<file path="src/rtl/i2c_stat_pkg.sv">
package i2c_stat_pkg;
   localparam int unsigned NFLAG = 8;
   typedef logic [NFLAG-1:0] flag_t;

   // bit positions of the status byte
   localparam int unsigned F_TXE = 7;
   localparam int unsigned F_TND = 6;
   localparam int unsigned F_RXF = 5;
   localparam int unsigned F_NAK = 4;
   localparam int unsigned F_STP = 3;
   localparam int unsigned F_ARB = 2;
   localparam int unsigned F_ADM = 1;
   localparam int unsigned F_GCA = 0;

   // side-effect clears caused by data buffer access
   function automatic flag_t buf_clear_mask(input logic wr_txd, input logic rd_rxd);
      flag_t m;
      m = '0;
      m[F_TXE] = wr_txd;
      m[F_TND] = wr_txd;
      m[F_RXF] = rd_rxd;
      return m;
   endfunction
endpackage

</file>
<file path="src/rtl/i2c_stat_cell.sv">
module i2c_stat_cell (
   input  logic clk,
   input  logic rst_n,
   input  logic hw_set,
   input  logic hw_clr,
   input  logic sw_rd,
   input  logic sw_wr,
   input  logic sw_wbit,
   output logic q,
   output logic arm
);
   logic sw_clr;
   assign sw_clr = sw_wr & arm & ~sw_wbit;

   always_ff @(posedge clk or negedge rst_n) begin
      if (!rst_n) begin
         q   <= 1'b0;
         arm <= 1'b0;
      end else begin
         if (hw_set)
            q <= 1'b1;
         else if (hw_clr || sw_clr)
            q <= 1'b0;
         if (sw_wr)
            arm <= 1'b0;
         else if (sw_rd)
            arm <= q;
      end
   end
endmodule

</file>
<file path="src/rtl/i2c_stat_evt.sv">
module i2c_stat_evt
   import i2c_stat_pkg::*;
#(
   parameter int unsigned ADDR_W    = 7,
   parameter int unsigned GC_ADDR   = 0,
   parameter bit          SERIAL_EN = 1'b1
) (
   input  logic              clk,
   input  logic              rst_n,
   input  logic              fmt_ser,
   input  logic              ack_en,
   input  logic              ev_tx_load,
   input  logic              ev_tx_mode,
   input  logic              ev_start_gen,
   input  logic              ev_rx2tx,
   input  logic              ev_scl9,
   input  logic              ev_last_tx,
   input  logic              ev_rx_xfer,
   input  logic              ev_last_rx,
   input  logic              ev_nack,
   input  logic              ev_stop,
   input  logic              ev_start_det,
   input  logic              mst_tx,
   input  logic              mst_mode,
   input  logic              scl_rise,
   input  logic              sda_drv,
   input  logic              sda_pin,
   input  logic              slv_rx,
   input  logic              ev_addr_frame,
   input  logic [ADDR_W-1:0] rx_addr,
   input  logic [ADDR_W-1:0] own_addr,
   input  flag_t             cur,
   output flag_t             setv
);
   localparam logic [ADDR_W-1:0] GC_VAL = GC_ADDR[ADDR_W-1:0];

   logic ser;
   logic frame_seen;
   logic arb_i2c, ovr_ser, adr_win;

   generate
      if (SERIAL_EN) begin : g_fmt_sel
         assign ser = fmt_ser;
      end else begin : g_fmt_fixed
         logic unused_fmt;
         assign unused_fmt = fmt_ser;
         assign ser = 1'b0;
      end
   endgenerate

   // a frame has completed since the last start or stop
   always_ff @(posedge clk or negedge rst_n) begin
      if (!rst_n)
         frame_seen <= 1'b0;
      else if (ev_scl9)
         frame_seen <= 1'b1;
      else if (ev_stop || ev_start_det)
         frame_seen <= 1'b0;
   end

   assign arb_i2c = (mst_tx & scl_rise & (sda_drv ^ sda_pin))
                  | (mst_mode & ev_start_det & sda_pin);
   assign ovr_ser = ev_last_rx & cur[F_RXF];
   assign adr_win = ~ser & slv_rx & ev_addr_frame;

   always_comb begin
      setv        = '0;
      setv[F_TXE] = ev_tx_load | ev_tx_mode | ev_start_gen | ev_rx2tx;
      setv[F_TND] = ser ? ev_last_tx : (ev_scl9 & cur[F_TXE]);
      setv[F_RXF] = ev_rx_xfer;
      setv[F_NAK] = ev_nack & ack_en;
      setv[F_STP] = ev_stop & frame_seen;
      setv[F_ARB] = ser ? ovr_ser : arb_i2c;
      setv[F_ADM] = adr_win & (rx_addr == own_addr);
      setv[F_GCA] = adr_win & (rx_addr == GC_VAL);
   end
endmodule

</file>
<file path="src/rtl/i2c_stat_reg.sv">
module i2c_stat_reg
   import i2c_stat_pkg::*;
#(
   parameter int unsigned ADDR_W    = 7,
   parameter int unsigned GC_ADDR   = 0,
   parameter bit          SERIAL_EN = 1'b1
) (
   input  logic              clk,
   input  logic              rst_n,
   input  logic              fmt_ser,
   input  logic              ack_en,
   input  logic              ev_tx_load,
   input  logic              ev_tx_mode,
   input  logic              ev_start_gen,
   input  logic              ev_rx2tx,
   input  logic              ev_scl9,
   input  logic              ev_last_tx,
   input  logic              ev_rx_xfer,
   input  logic              ev_last_rx,
   input  logic              ev_nack,
   input  logic              ev_stop,
   input  logic              ev_start_det,
   input  logic              mst_tx,
   input  logic              mst_mode,
   input  logic              scl_rise,
   input  logic              sda_drv,
   input  logic              sda_pin,
   input  logic              slv_rx,
   input  logic              ev_addr_frame,
   input  logic [ADDR_W-1:0] rx_addr,
   input  logic [ADDR_W-1:0] own_addr,
   input  logic              cpu_rd_stat,
   input  logic              cpu_wr_stat,
   input  logic [7:0]        cpu_wdata,
   input  logic              cpu_rd_rxd,
   input  logic              cpu_wr_txd,
   output logic [7:0]        status
);
   generate
      if (ADDR_W < 1 || ADDR_W > 10) begin : g_bad_aw
         $error("i2c_stat_reg: ADDR_W must lie in 1..10");
      end
      if (GC_ADDR >= (1 << ADDR_W)) begin : g_bad_gc
         $error("i2c_stat_reg: GC_ADDR does not fit in ADDR_W bits");
      end
   endgenerate

   flag_t flags, arm_q, set_vec, clr_vec;

   assign clr_vec = buf_clear_mask(cpu_wr_txd, cpu_rd_rxd);

   i2c_stat_evt #(
      .ADDR_W   (ADDR_W),
      .GC_ADDR  (GC_ADDR),
      .SERIAL_EN(SERIAL_EN)
   ) u_evt (
      .clk          (clk),
      .rst_n        (rst_n),
      .fmt_ser      (fmt_ser),
      .ack_en       (ack_en),
      .ev_tx_load   (ev_tx_load),
      .ev_tx_mode   (ev_tx_mode),
      .ev_start_gen (ev_start_gen),
      .ev_rx2tx     (ev_rx2tx),
      .ev_scl9      (ev_scl9),
      .ev_last_tx   (ev_last_tx),
      .ev_rx_xfer   (ev_rx_xfer),
      .ev_last_rx   (ev_last_rx),
      .ev_nack      (ev_nack),
      .ev_stop      (ev_stop),
      .ev_start_det (ev_start_det),
      .mst_tx       (mst_tx),
      .mst_mode     (mst_mode),
      .scl_rise     (scl_rise),
      .sda_drv      (sda_drv),
      .sda_pin      (sda_pin),
      .slv_rx       (slv_rx),
      .ev_addr_frame(ev_addr_frame),
      .rx_addr      (rx_addr),
      .own_addr     (own_addr),
      .cur          (flags),
      .setv         (set_vec)
   );

   for (genvar i = 0; i < NFLAG; i++) begin : g_cell
      i2c_stat_cell u_cell (
         .clk    (clk),
         .rst_n  (rst_n),
         .hw_set (set_vec[i]),
         .hw_clr (clr_vec[i]),
         .sw_rd  (cpu_rd_stat),
         .sw_wr  (cpu_wr_stat),
         .sw_wbit(cpu_wdata[i]),
         .q      (flags[i]),
         .arm    (arm_q[i])
      );
   end

   assign status = flags;
endmodule

</file>
<file path="config.mk">
export PLATFORM = sky130hd
export DESIGN_NAME = i2c_stat_reg
export DESIGN_NICKNAME = d
export VERILOG_FILES = /design/src/rtl/i2c_stat_pkg.sv /design/src/rtl/i2c_stat_cell.sv /design/src/rtl/i2c_stat_evt.sv /design/src/rtl/i2c_stat_reg.sv
export SDC_FILE = /design/constraint.sdc
export NUM_CORES = 1
export LEC_CHECK = 0
export BUFFER_PORTS_ARGS = -buffer_cell sky130_fd_sc_hd__buf_2
export CAP_MARGIN = 20
export CORE_MARGIN = 10
export CORE_UTILIZATION = 44
export CTS_BUF_LIST = sky130_fd_sc_hd__clkbuf_4 sky130_fd_sc_hd__clkbuf_8
export CTS_CLUSTER_DIAMETER = 100
export DETAILED_ROUTE_END_ITERATION = 10
export PLACE_DENSITY = 0.82
export RECOVER_POWER = 50
export SLEW_MARGIN = 20
export SYNTH_ARGS = -nofsm -noshare
export SYNTH_HDL_FRONTEND = slang
export SYNTH_SLANG_ARGS = --single-unit
</file>
<file path="constraint.sdc">
create_clock -name clk -period 1.15 [get_ports clk]
set_input_delay 0.2875 -clock clk [delete_from_list [all_inputs] [get_ports clk]]
set_output_delay 0.2875 -clock clk [all_outputs]
set_load 0.05 [all_outputs]
</file>
# Word level (Yosys, flattened, before mapping)
# Cells that the tools add are included.
dict set report classes {
  mux 36
  reduce_logical 15
  eq_ne 1
  n_bitwise 42
}
# operator n
set ops {}
lappend ops {{2-to-1 mux 1 bit} 36}
lappend ops {{bitwise AND 1 bit} 28}
lappend ops {{nonzero test 2 bit} 10}
lappend ops {{inverter 1 bit} 9}
lappend ops {{equality test 7 bit} 1}
lappend ops {{zero test 7 bit} 1}
lappend ops {{logical OR 1 bit} 4}
lappend ops {{bitwise OR 1 bit} 4}
lappend ops {{XOR 1 bit} 1}
dict set report word_totals {
  input_bits 48
  output_inout_bits 8
  register_bits 17
}

# Logic depth before layout (Yosys ltp)
# Gate-level depths: netlist of the first run.
dict set report depth {
  word_depth 5
  mapped_depth 5
}

# Cells and area by module
# A second synthesis of the first run with hierarchy kept.
dict set report hier_totals {
  cells_unflattened 87
  area_unflattened_um2 890.9
}
# mod seq_area_each_um2 area_per_inst_um2 instances cells_per_inst
set by_module_without_submodules {}
lappend by_module_without_submodules {i2c_stat_cell 50.0 83.8 8 7}
lappend by_module_without_submodules {i2c_stat_evt 25.0 216.5 1 30}
lappend by_module_without_submodules {i2c_stat_reg 0.0 3.8 1 1}

# Least setup slack after synthesis of the first run
# Ideal clock, no wire load.
dict set report synth_timing {
  kind {input-to-reg}
  from {in fmt_ser}
  to {reg g_cell[1].u_cell.q}
  path_buffers 0
  required_time_ps 1074
  path_stages 3
  t_arrival_ps 1029
  path_slack_ps 45
  cell_sequence {nand3b_4 > or4_1 > o21ai_1}
}
dict set report synth_between {
  elab_chain_len 5
}
# item line_no
set synth_lines {}
lappend synth_lines {{from (decl)} i2c_stat_reg.sv:10} ;# input logic fmt_ser,
lappend synth_lines {{inverter 1 bit *} i2c_stat_evt.sv:64} ;# assign adr_win = ~ser & slv_rx & ev_addr_frame;
lappend synth_lines {{bitwise AND 1 bit * (2 in series)} i2c_stat_evt.sv:64}
lappend synth_lines {{bitwise AND 1 bit *} i2c_stat_evt.sv:74} ;# setv[F_ADM] = adr_win & (rx_addr == own_addr);
lappend synth_lines {{2-to-1 mux 1 bit / nonzero test 2 bit (equally long branches)} -}
lappend synth_lines {{to (signal assigned)} i2c_stat_cell.sv:17} ;# q <= 1'b0;
lappend synth_lines {{to (signal assigned)} i2c_stat_cell.sv:21} ;# q <= 1'b1;
lappend synth_lines {{to (signal assigned)} i2c_stat_cell.sv:23} ;# q <= 1'b0;
lappend synth_lines {{to (decl)} i2c_stat_cell.sv:9} ;# output logic q,
# Every way passes the cells marked *; elsewhere a longest branch is shown, timed or not.
# A chain may end at the register's enable or synchronous reset.

# Final worst setup path of the first run
dict set report layout_timing {
  from {reg g_cell[6].u_cell.q}
  to {out status[6]}
}
# item line_no
set layout_rtl {}
lappend layout_rtl {{from (decl)} i2c_stat_cell.sv:9}
lappend layout_rtl {{from (signal assigned)} i2c_stat_cell.sv:17}
lappend layout_rtl {{from (signal assigned)} i2c_stat_cell.sv:21}
lappend layout_rtl {{from (signal assigned)} i2c_stat_cell.sv:23}
lappend layout_rtl {{to (decl)} i2c_stat_reg.sv:37} ;# output logic [7:0] status
# No word-level cell between the ends.

==> results of run 1 <==
[layout make-up]
| class | instances | area (um2) |
|---|---|---|
| clock buffer | 4 | 30.0 |
| tap | 27 | 33.8 |
| timing repair buffer | 65 | 403 |
| inverter | 1 | 3.75 |
| sequential | 17 | 425 |
| multi-input combinational | 65 | 408 |
| fill | 171 | 658 |
[flip-flops by register name (all words and copies together), names as in the netlist]
name	flops
g_cell.u_cell.arm	8
g_cell.u_cell.q	8
u_evt.frame_seen	1
[cell families (layout without fill, tap and decap cells)]
kind of cell / Yosys count / after routing
muxes: 8 / 8
and+or+nand+nor: 36 / 36
buffers and inverters: 12 / 70
xor gates and xnor gates: 8 / 8
AOI/OAI and AO/OA: 13 / 13
DFF: 17 / 17
[metal layers]
metal / wire [um] / up-vias / track usage [%]
met1: 1000 / 395 / 11.2
met3: 190 / 5 / 3.56
met2: 1290 / 42 / 21.0
met4: 47 / 0 / 6.42
li1: - / 428 / -
met5: 0 / - / 0
[power groups by stage]
stage | sequential (W) | clock (W) | combinational [W]
3_3_place_gp | 0.000681 | 0 | 0.000340
2_1_floorplan | 0.000678 | 0 | 0.000238
6_report | 0.000675 | 0.000342 | 0.000411
3_5_place_dp | 0.000686 | 0 | 0.000349
4_1_cts | 0.000674 | 0.000355 | 0.000410
5_1_grt | 0.000680 | 0.000382 | 0.000448
[timing repair]
| item | 4_1_cts | 5_1_grt |
|---|---|---|
| gates resized for setup | 16 | 0 |
| endpoints found under the hold margin | 17 | 0 |
| endpoints found under the setup margin | 8 | 8 |
| hold buffers | 1 | 0 |
| setup buffers | 5 | 2 |
[worst register-to-register path, stage by stage, from the launching register on]
cell and delay (ps):
dfrtp_1 410, buf_4 140, buf_4 130, nor2b_1 120, o21ai_0 70, nand2_1 70
[how the worst max path moves through the flow]
stage	startpoint	end	slack, ps
after floorplan	fmt_ser	g_cell[1].u_cell.q	50
after global placement	fmt_ser	g_cell[1].u_cell.q	-80
after detailed placement	fmt_ser	g_cell[1].u_cell.q	-120
after CTS	g_cell[6].u_cell.q	status[6]	-20
after global routing	g_cell[6].u_cell.q	status[6]	-50
final	g_cell[6].u_cell.q	status[6]	-20
[cell usage in the layout (no fill, tap or decap), types with 2 or more instances in the layout]
master and count:
buf_2 46, buf_4 9, buf_6 8, clkbuf_4 4, dfrtp_1 17, mux2i_1 8, nand2_1 15, nor2_1 8
nor2b_1 2, nor4_1 2, o211ai_1 2, o21ai_0 8, xnor2_1 4, xor2_1 4
[per-stage QoR]
| stage | utilization, % | cell area, um2 | std cells | worst slack [ps] | TNS (ps) |
|---|---|---|---|---|---|
| final | 66.5 | 1300 | 179 | -23.0 | -44.5 |
| after global routing | 66.5 | 1300 | 179 | -52.5 | -218 |
| after CTS | 65.7 | 1290 | 177 | -21.1 | -52.3 |
| after detailed placement | 59.2 | 1160 | 167 | -121 | -121 |
| after global placement | 59.2 | 1160 | 167 | -83.9 | -83.9 |
| after floorplan | - | 911 | 94 | 45.0 | 0 |
==> metrics.yaml, run 1 <==
route.detailed.drc: 0
clkSinkCount: 17
start_kind: "register"
min_from: "ev_rx2tx"
synthArstFlopShare_pct: 100
slew_headroom_pct: 71.3
firstDrtPassIters: 4
clock_latency_ps: 290
fin_crit_ps: 1170
drv_cap: 0
ys_top_cells_by_area: "dfrtp_1, mux2i_1, buf_4"
rows: 16
numCtsBuffers: 3
crit_type: "register to output pin"
dr_total_vias: 870
die_x_um: 65.5
rsz0062_at_grt: "true"
hold_depth: 3
synth_top_family_by_area: "simple AND/OR/NAND/NOR gates"
tightest_slew_ps: 430
clkPwrFrac_pct: 24.0
final_max_slew_viol_count: 0
ir_drop_v: 0.000548
violations: "setup timing"
cts.htree.levels: 1
synth-main-ff-cell: "dfrtp_1"
rrSetupSlack_ps: 100
wl_per_cell_um: 14.1
final_hold_viol_count: 0
end_kind: "output pin"
r2r_cells: 5
yosys.area_share.simple_pct: 20.1
cp_slowest_cell: "dfrtp_1"
yosysTopAreaCell: "dfrtp_1"
drive_above_1_share_pct: 46.7
numPortBuffers: 55
synth.cell_area_um2: 911
ant_nets: 0
yosys.area_share.xor_xnor_pct: 7.69
io_pins: 56
grt_pass1_wl_um: 4010
first_global_vias: 944
synthesis.nets: 142
nets: 201
slowest_delay_ps: 420
period_share_pct: 102
vias_per_cell: 4.86
muxShareOfSynthArea_pct: 8.79
wirelength_um: 2530
fp.dieArea_um2: 4290
clk_pin_slew_ps: 90
grt_max_degree: 18
holdPathEnd: "g_cell[7].u_cell.q"
drt-initial-drc-count: 42
crit_cells: 1
fin_skew_ps: 4.86
yosys_warnings: 0
synth_edf_count: 0
syn2layout_area_growth_pct: 43.1
power_w: 0.00143
overflow: 0
cp_data_required_time_ps: 860
critPathBufInv: 1
diodes: 0
root_buffer: "clkbuf_4"
track_usage_pct: 11.5
post-route-worst-setup-slack_ps: -23.0
die_h_um: 65.5
seq_power_share_pct: 47.2
powerDensity_nw_per_um2: 1100
status: "finished with violations"
timing.fmax_mhz: 853
avgSynthCellArea_um2: 9.69
whs_ps: 180
place_congestion: 0.680
min_path_type: "primary input to register"
arrival_ps: 890
p_int_w: 0.00100
r2r_end: "g_cell[7].u_cell.q"
path_cells: "buf_6"
cts_buffer_depth: 2
ys_seq_area_share_pct: 46.7
switching_share_pct: 30.0
antenna_found_initial: 0
core-area_um2: 1960
syn_inst: 94
yosys.area.top_type_share_pct: 46.7
power_leakage_nw: 0.665
reg2reg_from: "g_cell[7].u_cell.q"
finalSetupViolCount: 3
cts_tree: "done"
power_switching_w: 0.000428
cp_top_family: "flip-flops"
synthDistinctLibCells: 26
initial_core_util_pct: 46.4
synth_compound_area_share_pct: 8.24
power.share.combinational_pct: 28.8
ys_seq_elements: 17
synthAdderAreaFrac_pct: 0
crit_fanout: 3
synth_most_common_cell: "dfrtp_1"
synthTopCellsByCount: "dfrtp_1, nand2_1"
Note: power is estimated with default switching activity, not from simulation.
==> run 2: changes to the inputs <==
Settings changed: ABC_AREA set to 1, CORE_UTILIZATION 44 to 45.
==> metrics.yaml, run 2 <==
status: "finished, final reports clean"
finalSetupViolCount: 0
end_kind: "output pin"
cts_tree: "done"
first_global_vias: 1056
seq_power_share_pct: 47.2
cts.htree.levels: 1
fin_crit_ps: 1150
clk_pin_slew_ps: 100
ir_drop_v: 0.000447
crit_fanout: 2
place_congestion: 0.791
hold_depth: 3
yosysTopAreaCell: "dfrtp_1"
cp_slowest_cell: "dfrtp_1"
ys_seq_elements: 17
rows: 16
p_int_w: 0.000977
dr_total_vias: 983
synth-main-ff-cell: "dfrtp_1"
ys_top_cells_by_area: "dfrtp_1, nand2_1, inv_1"
synth_edf_count: 0
power_switching_w: 0.000426
syn_inst: 127
tightest_slew_ps: 420
fp.dieArea_um2: 4460
root_buffer: "clkbuf_4"
synthArstFlopShare_pct: 100
fin_skew_ps: 3.85
slowest_delay_ps: 410
clkPwrFrac_pct: 24.1
avgSynthCellArea_um2: 7.74
pre_cts_ws_ps: 114
post-route-worst-setup-slack_ps: 4.05
ys_seq_area_share_pct: 43.3
period_share_pct: 99.6
route.detailed.drc: 0
nets: 233
wirelength_um: 2560
firstDrtPassIters: 4
synthesis.nets: 175
arrival_ps: 860
syn2layout_area_growth_pct: 37.5
power_leakage_nw: 0.766
die_h_um: 66.8
grt_max_degree: 18
final_cell_area_um2: 1350
ant_nets: 0
reg.largest.list: "g_cell.u_cell.arm (8), g_cell.u_cell.q (8), u_evt.frame_seen (1)"
drt-initial-drc-count: 33
powerDensity_nw_per_um2: 1040
wl_per_cell_um: 12.1
dp_hpwl_um: 2150
grt_pass1_wl_um: 4330
cts_buffer_depth: 2
numPortBuffers: 55
final_common_cell: "buf_2"
clock_latency_ps: 280
final_max_slew_viol_count: 0
clkSinkCount: 17
synth.cell_area_um2: 983
track_usage_pct: 12.3
yosys.area.top_type_share_pct: 43.3
synthTopCellsByCount: "nand2_1, inv_1, dfrtp_1"
setup_tns_ps: 0
r2r_cells: 5
switching_share_pct: 30.4
cp_data_required_time_ps: 860
crit_type: "register to output pin"
start_kind: "register"
drv_cap: 0
cp_top_family: "flip-flops"
whs_ps: 180
vias_per_cell: 4.66
dpl_cell_area_um2: 1210
synthDistinctLibCells: 18
io_pins: 56
core-area_um2: 2020
diodes: 0
yosys_warnings: 0
initial_core_util_pct: 48.6
overflow: 0
crit_cells: 1
synth_most_common_cell: "nand2_1"
min_path_type: "primary input to register"
power.share.combinational_pct: 28.7
final_cell_mix: "buf_2, nand2_1, inv_1"
antenna_found_initial: 0
timing.fmax_mhz: 873
numCtsBuffers: 3
path_cells: "buf_6"
rsz0062_at_grt: "true"
critPathBufInv: 1
final_hold_viol_count: 0
die_x_um: 66.8
drive_above_1_share_pct: 38.6
slew_headroom_pct: 72.0
run 2: cell types whose count changed in the layout (fill, tap and decap cells not counted), moves of 2 or more:
cell      before  now
o211ai_1       2    0
nand3_1        1    7
nand2_1       15   28
inv_1          1   25
nor3_1         1    5
o31ai_1        0    4
o21ai_2        0    4
nor2b_1        2    0
mux2i_1        8    0
xor2_1         4    0
o22ai_1        0    4
buf_4          9    7
run 2: cell type report:
class | instances | area [um2]
fill | 174 | 669
inverter | 25 | 93.8
sequential | 17 | 425
tap | 27 | 33.8
clock buffer | 4 | 30.0
multi-input combinational | 75 | 382
timing repair buffer | 63 | 388
run 2: layer usage:
layer	track usage (%)	up-vias	part of all wire, %
met3	4.52	2	10
met5	0	-	0
met1	12.6	432	40
met4	6.28	0	1.6
li1	-	510	-
met2	21.4	39	48
run 2: worst paths after layout:
check	slack, ps	from	endpoint
max	4	g_cell[0].u_cell.q	status[0]
min	180	ev_rx_xfer	g_cell[5].u_cell.q
max reg2reg	150	g_cell[7].u_cell.q	g_cell[6].u_cell.q
min reg2reg	510	u_evt.frame_seen	g_cell[3].u_cell.q
max in group asynchronous	410	rst_n	g_cell[7].u_cell.arm
min in group asynchronous	460	rst_n	g_cell[6].u_cell.q
run 2: cells by family after synthesis:
group / Yosys count / share of synthesized area, %
AO/OA/AOI/OAI: 20 / 14.0
XOR/XNOR: 3 / 2.67
buffers and inverters: 35 / 17.9
flip-flops: 17 / 43.3
AND/OR/NAND/NOR: 52 / 22.1
run 2: what timing repair did:
action / 4_1_cts / 5_1_grt
hold endpoints to repair: 17 / 0
setup endpoints to repair: 8 / 8
pin swaps: 0 / 0
resized for setup: 15 / 1
hold buffers: 1 / 0
buffers inserted: 6 / 1
run 2: per-stage QoR:
stage | total power, W | util [%] | std cells
detailed placement | 0.00102 | 59.8 | 199
global placement | 0.00101 | 59.8 | 199
global route | 0.00149 | 66.9 | 211
floorplan | 0.000908 | - | 127
CTS | 0.00141 | 66.3 | 210
finish | 0.00140 | 66.9 | 211
run 2: power by group through the flow:
stage / clock network, W / logic [W] / registers [W]
after floorplan: 0 / 0.000238 / 0.000670
after global placement: 0 / 0.000336 / 0.000673
after detailed placement: 0 / 0.000347 / 0.000674
after CTS: 0.000344 / 0.000401 / 0.000662
after global routing: 0.000378 / 0.000444 / 0.000666
final: 0.000338 / 0.000402 / 0.000663
